[src/rtl/swctl_pkg.sv]
package swctl_pkg;
    localparam int SEL_W  = 3;
    localparam int DC_W   = 2;
    localparam int N_CTRL = 3;
    localparam int N_STAT = 2;
    localparam int N_DET  = 4;
    localparam int ASP_W  = 2;

    typedef enum logic [2:0] {
        ST_IDLE, ST_ADDR, ST_AACK, ST_WDATA, ST_WACK, ST_RDATA, ST_RACK, ST_IGNORE
    } xfer_st_t;

    typedef struct packed {
        logic             gain_cut;
        logic             sep1;
        logic [SEL_W-1:0] vsel1;
        logic [SEL_W-1:0] asel1;
        logic             luma2;
        logic             sep2;
        logic [SEL_W-1:0] vsel2;
        logic [SEL_W-1:0] asel2;
        logic             sep3;
        logic [SEL_W-1:0] avsel3;
        logic [DC_W-1:0]  dc_code;
    } route_t;
endpackage

[src/rtl/swctl_lines.sv]
module swctl_lines #(
    parameter int SYNC_STAGES = 2
) (
    input  logic clk,
    input  logic rst_n,
    input  logic scl_i,
    input  logic sda_i,
    output logic scl_lvl,
    output logic sda_lvl,
    output logic scl_rise,
    output logic scl_fall,
    output logic start_evt,
    output logic stop_evt
);
    localparam int MSB = SYNC_STAGES - 1;

    typedef struct packed {
        logic [SYNC_STAGES-1:0] scl_sh;
        logic [SYNC_STAGES-1:0] sda_sh;
        logic                   scl_prev;
        logic                   sda_prev;
    } line_t;

    line_t d, q;

    // Shift chains bring the bus lines into the clock domain; the prev bits give edges.
    always_comb begin
        d          = q;
        d.scl_sh   = {q.scl_sh[SYNC_STAGES-2:0], scl_i};
        d.sda_sh   = {q.sda_sh[SYNC_STAGES-2:0], sda_i};
        d.scl_prev = q.scl_sh[MSB];
        d.sda_prev = q.sda_sh[MSB];
    end

    always_ff @(posedge clk or negedge rst_n) begin
        if (!rst_n) q <= '1;
        else        q <= d;
    end

    assign scl_lvl   = q.scl_sh[MSB];
    assign sda_lvl   = q.sda_sh[MSB];
    assign scl_rise  = scl_lvl & ~q.scl_prev;
    assign scl_fall  = ~scl_lvl & q.scl_prev;
    assign start_evt = scl_lvl & q.scl_prev & ~sda_lvl & q.sda_prev;
    assign stop_evt  = scl_lvl & q.scl_prev & sda_lvl & ~q.sda_prev;
endmodule

[src/rtl/swctl_fields.sv]
module swctl_fields
    import swctl_pkg::*;
(
    input  logic [N_CTRL*8-1:0]      ctrl_bytes,
    input  logic [N_DET-1:0]         sep_det,
    input  logic [N_DET*ASP_W-1:0]   aspect,
    output route_t                   route,
    output logic [N_STAT*8-1:0]      status_word
);
    logic [7:0] b1, b2, b3;
    logic [N_DET-1:0] flags_rev;
    logic unused_bits;

    assign b1 = ctrl_bytes[7:0];
    assign b2 = ctrl_bytes[15:8];
    assign b3 = ctrl_bytes[23:16];
    assign unused_bits = b3[7] ^ b3[0];

    always_comb begin
        for (int i = 0; i < N_DET; i++) flags_rev[N_DET-1-i] = sep_det[i];
    end

    always_comb begin
        route.gain_cut = b1[7];
        route.sep1     = b1[6];
        route.vsel1    = b1[5:3];
        route.asel1    = b1[2:0];
        route.luma2    = b2[7];
        route.sep2     = b2[6];
        route.vsel2    = b2[5:3];
        route.asel2    = b2[2:0];
        route.sep3     = b3[6];
        route.avsel3   = b3[5:3];
        route.dc_code  = b3[2:1];
    end

    assign status_word = {flags_rev, aspect[1:0], aspect[3:2],
                          flags_rev, aspect[5:4], aspect[7:6]};
endmodule

[src/rtl/swctl_xfer.sv]
module swctl_xfer
    import swctl_pkg::*;
#(
    parameter logic [5:0] DEV_PREFIX = 6'b100100
) (
    input  logic                  clk,
    input  logic                  rst_n,
    input  logic                  scl_lvl,
    input  logic                  sda_lvl,
    input  logic                  scl_rise,
    input  logic                  scl_fall,
    input  logic                  start_evt,
    input  logic                  stop_evt,
    input  logic                  addr_sel,
    input  logic [N_STAT*8-1:0]   status_i,
    output logic                  sda_oe,
    output logic [N_CTRL*8-1:0]   ctrl_bytes
);
    localparam int IDX_W = $clog2(N_CTRL + 1);
    localparam logic [IDX_W-1:0] IDX_ONE = 1;

    typedef struct packed {
        xfer_st_t              st;
        logic [3:0]            cnt;
        logic [7:0]            sh;
        logic                  oe;
        logic                  rw;
        logic [IDX_W-1:0]      widx;
        logic                  rsecond;
        logic [N_STAT*8-1:0]   snap;
        logic [N_CTRL*8-1:0]   ctrl;
    } xs_t;

    xs_t d, q;

    function automatic logic [7:0] wmask(int idx);
        return (idx == N_CTRL - 1) ? 8'h7E : 8'hFF;
    endfunction

    always_comb begin
        d = q;
        if (stop_evt) begin
            d.st = ST_IDLE;
            d.oe = 1'b0;
        end else if (start_evt) begin
            d.st  = ST_ADDR;
            d.cnt = '0;
            d.oe  = 1'b0;
        end else begin
            case (q.st)
                ST_ADDR, ST_WDATA: begin
                    if (scl_rise && q.cnt < 4'd8) begin
                        d.sh  = {q.sh[6:0], sda_lvl};
                        d.cnt = q.cnt + 4'd1;
                    end else if (scl_fall && q.cnt == 4'd8) begin
                        if (q.st == ST_ADDR) begin
                            if (q.sh[7:1] == {DEV_PREFIX, addr_sel}) begin
                                d.st      = ST_AACK;
                                d.oe      = 1'b1;
                                d.rw      = q.sh[0];
                                d.widx    = '0;
                                d.rsecond = 1'b0;
                                if (q.sh[0]) d.snap = status_i;
                            end else begin
                                d.st = ST_IGNORE;
                            end
                        end else begin
                            d.st = ST_WACK;
                            d.oe = 1'b1;
                            if (int'(q.widx) < N_CTRL) begin
                                for (int i = 0; i < N_CTRL; i++)
                                    if (int'(q.widx) == i) d.ctrl[i*8 +: 8] = q.sh & wmask(i);
                                d.widx = q.widx + IDX_ONE;
                            end
                        end
                    end
                end
                ST_AACK: begin
                    if (scl_fall) begin
                        d.cnt = '0;
                        if (q.rw) begin
                            d.st = ST_RDATA;
                            d.sh = q.snap[15:8];
                            d.oe = ~q.snap[15];
                        end else begin
                            d.st = ST_WDATA;
                            d.oe = 1'b0;
                        end
                    end
                end
                ST_WACK: begin
                    if (scl_fall) begin
                        d.st  = ST_WDATA;
                        d.oe  = 1'b0;
                        d.cnt = '0;
                    end
                end
                ST_RDATA: begin
                    if (scl_rise) begin
                        d.cnt = q.cnt + 4'd1;
                    end else if (scl_fall) begin
                        if (q.cnt == 4'd8) begin
                            d.oe = 1'b0;
                            d.st = ST_RACK;
                        end else begin
                            d.sh = {q.sh[6:0], 1'b0};
                            d.oe = ~q.sh[6];
                        end
                    end
                end
                ST_RACK: begin
                    if (scl_rise) begin
                        if (sda_lvl || q.rsecond) d.st = ST_IGNORE;
                    end else if (scl_fall) begin
                        d.st      = ST_RDATA;
                        d.sh      = q.snap[7:0];
                        d.oe      = ~q.snap[7];
                        d.cnt     = '0;
                        d.rsecond = 1'b1;
                    end
                end
                default: ;
            endcase
        end
    end

    always_ff @(posedge clk or negedge rst_n) begin
        if (!rst_n) begin
            q      <= '0;
            q.st   <= ST_IDLE;
        end else begin
            q <= d;
        end
    end

    assign sda_oe     = q.oe;
    assign ctrl_bytes = q.ctrl;

    // control bytes move only on the cycle after a data byte completes
    a_r2_ctrl_write_only: assert property (@(posedge clk) disable iff (!rst_n)
        (q.st != ST_WDATA) |=> $stable(q.ctrl));

    // captured status holds outside address decoding
    a_r8_snap_hold: assert property (@(posedge clk) disable iff (!rst_n)
        (q.st != ST_ADDR) |=> $stable(q.snap));

    // the slave begins pulling SDA low only while SCL is low
    a_r6_oe_rise_scl_low: assert property (@(posedge clk) disable iff (!rst_n)
        $rose(q.oe) |-> !$past(scl_lvl));

    // a slave that is waiting or ignoring never drives the line
    a_r7_quiet_when_ignoring: assert property (@(posedge clk) disable iff (!rst_n)
        (q.st == ST_IGNORE || q.st == ST_IDLE) |-> !q.oe);
endmodule

[src/rtl/swctl_slave.sv]
module swctl_slave
    import swctl_pkg::*;
#(
    parameter int         SYNC_STAGES = 2,
    parameter logic [5:0] DEV_PREFIX  = 6'b100100
) (
    input  logic                    clk,
    input  logic                    rst_n,
    input  logic                    scl_i,
    input  logic                    sda_i,
    output logic                    sda_oe,
    input  logic                    addr_sel,
    input  logic [N_DET-1:0]        sep_det,
    input  logic [N_DET*ASP_W-1:0]  aspect,
    output logic                    gain_cut,
    output logic                    sep_out1,
    output logic [SEL_W-1:0]        vsel1,
    output logic [SEL_W-1:0]        asel1,
    output logic                    luma_out2,
    output logic                    sep_out2,
    output logic [SEL_W-1:0]        vsel2,
    output logic [SEL_W-1:0]        asel2,
    output logic                    sep_out3,
    output logic [SEL_W-1:0]        avsel3,
    output logic [DC_W-1:0]         dc_code
);
    logic scl_lvl, sda_lvl, scl_rise, scl_fall, start_evt, stop_evt;
    logic [N_CTRL*8-1:0] ctrl_bytes;
    logic [N_STAT*8-1:0] status_word;
    route_t route;

    swctl_lines #(.SYNC_STAGES(SYNC_STAGES)) u_lines (
        .clk(clk), .rst_n(rst_n), .scl_i(scl_i), .sda_i(sda_i),
        .scl_lvl(scl_lvl), .sda_lvl(sda_lvl), .scl_rise(scl_rise),
        .scl_fall(scl_fall), .start_evt(start_evt), .stop_evt(stop_evt)
    );

    swctl_xfer #(.DEV_PREFIX(DEV_PREFIX)) u_xfer (
        .clk(clk), .rst_n(rst_n), .scl_lvl(scl_lvl), .sda_lvl(sda_lvl),
        .scl_rise(scl_rise), .scl_fall(scl_fall), .start_evt(start_evt),
        .stop_evt(stop_evt), .addr_sel(addr_sel), .status_i(status_word),
        .sda_oe(sda_oe), .ctrl_bytes(ctrl_bytes)
    );

    swctl_fields u_fields (
        .ctrl_bytes(ctrl_bytes), .sep_det(sep_det), .aspect(aspect),
        .route(route), .status_word(status_word)
    );

    assign gain_cut  = route.gain_cut;
    assign sep_out1  = route.sep1;
    assign vsel1     = route.vsel1;
    assign asel1     = route.asel1;
    assign luma_out2 = route.luma2;
    assign sep_out2  = route.sep2;
    assign vsel2     = route.vsel2;
    assign asel2     = route.asel2;
    assign sep_out3  = route.sep3;
    assign avsel3    = route.avsel3;
    assign dc_code   = route.dc_code;
endmodule

[config.mk]
export PLATFORM = sky130hd
export DESIGN_NAME = swctl_slave
export DESIGN_NICKNAME = d
export VERILOG_FILES = /design/src/rtl/swctl_pkg.sv /design/src/rtl/swctl_lines.sv /design/src/rtl/swctl_fields.sv /design/src/rtl/swctl_xfer.sv /design/src/rtl/swctl_slave.sv
export SDC_FILE = /design/constraint.sdc
export NUM_CORES = 1
export LEC_CHECK = 0
export BUFFER_PORTS_ARGS = -buffer_cell sky130_fd_sc_hd__buf_2
export CORE_MARGIN = 4
export CORE_UTILIZATION = 43
export CTS_CLUSTER_SIZE = 12
export DETAILED_ROUTE_END_ITERATION = 8
export GPL_TIMING_DRIVEN = 0
export HOLD_SLACK_MARGIN = 0.12
export SLEW_MARGIN = 10
export SYNTH_ARGS = -nofsm -noshare
export SYNTH_HDL_FRONTEND = slang
export SYNTH_HIERARCHICAL = 1
export SYNTH_SLANG_ARGS = --single-unit
export TNS_END_PERCENT = 1
[constraint.sdc]
create_clock -name clk -period 2.2 [get_ports clk]
set_input_delay 0.11 -clock clk [delete_from_list [all_inputs] [get_ports clk]]
set_output_delay 0.11 -clock clk [all_outputs]
set_load 0.1 [all_outputs]
==> run summary <==
Final Skew -> 8.16 ps
Die area -> 0.0102 sq mm
Placed instance count -> 474
GRT Overall Usage -> 16.3%
Fin worst setup slack -> -160 ps
Final-stage net count -> 422
Mapped Area -> 0.00372 sq mm
Worst skew pair latency -> 340 ps
Area growth, synth to finish -> 19.6%
IO Count -> 40
Clk root buf -> clkbuf_8
Reg clk slew, reported paths -> 70 ps
Unrepaired setup endpoints after global routing -> true
Die span in x -> 101 um
Number of cell rows -> 33
Detailed Place HPWL -> 5.36 mm
Minimum clock period -> 2360 ps
Kind of critical path -> flop to flop
Total Power -> 3.98 mW
LEAKAGE -> 2.22 nW
TritonCTS clock tree -> yes
First-pass GRT wire length -> 12.8 mm
Worst Path Arrival -> 2570 ps
Clk buf depth -> 2
Antenna cells -> 0
Initial antenna violation count -> 0
Drt first-iter violations -> 127
DRC Markers -> 0
CP required -> 2410 ps
Final Cycle Share -> 107%
Grt ovf -> 0
Relative slew slack -> 67.7%
Max VDD drop -> 0.352 mV
Reported max-cap violation count -> 0
Syn avg cell area -> 10.9 sq um
Routed Antenna Nets -> 0
Power per cell area -> 895 mW/mm^2
Pre-CTS setup slack -> -402 ps
Fillers -> 757
WL/cell -> 14.9 um
FF+latch area -> 0.00161 sq mm
FMAX -> 0.424 GHz
Initial core utilization -> 44.8%
Final WL -> 7.58 mm
CTS buffer count -> 9
Synth Warn # -> 6
Share of cells above drive strength 1 -> 47.6%
Fin cells -> 508
Via density -> 5.08
Total vias in the final route -> 2583
Slew @ Worst Pin -> 487 ps
Hold Vio Cnt, Final -> 0
Crit. End Element -> flop
Largest net degree at the start of global routing -> 47
IO buf count -> 27
WHS -> 200 ps
Syn nets -> 364
Crit path max fanout -> 10
Die height -> 101 um
DRT Pass-1 Iters -> 4
CTS H-tree lvls -> 3
Failing checks -> negative setup slack
# setup viols final -> 38
Reg2reg setup slack -> -160 ps
Core ar. -> 0.00830 sq mm
Outcome -> finished with violations
Clock tree sinks -> 64
GPL Wtd Cong -> 0.923
Startpoint types -> flop
Pins Over Slew Limit -> 0
Area occupied by multi-input gates -> 0.00160 sq mm
Vias in the first global route -> 2568
Cells after synthesis -> 341
HP Class -> input pin to asynchronous set/reset pin
[critical path: stages, from the launching register on]
cell	delay (ps)
dfrtp_1	390
or4b_4	540
or3_4	380
nor2_4	120
and3_4	200
buf_8	140
buf_12	150
mux2_4	310
[worst paths after layout]
path | to | cells past startpoint | from
min in group clk | u_lines/sda_lvl$_DFF_PN1_ | 0 | u_lines/d[3]$_DFF_PN1_
worst max register to register | u_xfer/q[36]$_DFFE_PN0P_ | 7 | u_xfer/q[47]$_DFFE_PN0P_
max in group asynchronous | u_lines/d[3]$_DFF_PN1_ | 3 | rst_n
worst min register to register | u_lines/sda_lvl$_DFF_PN1_ | 0 | u_lines/d[3]$_DFF_PN1_
worst max-delay path | u_xfer/q[36]$_DFFE_PN0P_ | 7 | u_xfer/q[47]$_DFFE_PN0P_
worst min-delay path | u_xfer/q[54]$_DFFE_PN0P_ | 2 | rst_n
[flip-flops by register name, summed over array words and instances, names as in the netlist]
| name | cells |
|---|---|
| u_lines/scl_lvl | 1 |
| u_lines/q | 2 |
| u_xfer/q | 35 |
| u_xfer/ctrl_bytes | 22 |
| u_xfer/sda_oe | 1 |
| u_lines/sda_lvl | 1 |
| u_lines/d | 2 |
[layout by cell type, fill, tap and decap left out, drive strengths merged, types with 2 or more instances in the layout]
master	n
or2	2
inv	12
nor2b	7
nand2	19
mux2	47
and4b	3
nand3b	2
o21a	2
nor3b	2
nor4	3
dlygate4sd3	15
nand4	2
and3	3
ha	6
a21o	2
a21oi	21
nand2b	2
or4	2
nand3	5
clkinv	4
a211oi	2
o21ai	8
nor2	15
mux2i	9
or2b	2
o22ai	2
o221ai	3
dfstp	6
a22o	2
buf	96
clkbuf	17
dfrtp	58
o211ai	3
[routing by layer]
layer  GRT usage [%]  share of wire [%]  routed length, um  vias up
li1                -                  -                  -     1268
met5               0                  0                  0        -
met3            3.60                5.4                411       10
met4            5.93                1.3                 99        0
met1            22.5                 49               3700     1231
met2            25.1                 44               3370       74
[per-stage QoR]
| step | TNS [ps] | utilization (%) | area [sq um] |
|---|---|---|---|
| after global placement | -13530 | 48.1 | 3990 |
| after floorplan | -297 | - | 3720 |
| after CTS | -3380 | 53.4 | 4430 |
| after global routing | -7380 | 53.6 | 4450 |
| after detailed placement | -13380 | 48.4 | 4020 |
| final | -2690 | 53.6 | 4450 |
[final cells by class]
type / count / area share [%]
Buffer: 72 / 11.9
Clock buffer: 9 / 2.78
Clock inverter: 6 / 1.38
Inverter: 12 / 1.01
Multi-Input combinational cell: 193 / 35.9
Sequential cell: 64 / 36.3
Tap cell: 105 / 2.95
Timing Repair Buffer: 47 / 7.76
[report_power, final]
| part | switching (mW) | internal (mW) |
|---|---|---|
| clock | 0.447 | 0.512 |
| sequential | 0.150 | 1.33 |
| combinational | 0.895 | 0.645 |
[timing repair]
action                                  in CTS  in global routing
setup buffers                                3                  1
gates cloned                                 0                  0
endpoints found under the setup margin      52                 51
resized for setup                           20                  4
pin swaps                                    0                  1
hold endpoints to repair                    78                  0
hold buffers                                15                  0
No activity file was read; power rests on OpenSTA's default activity.
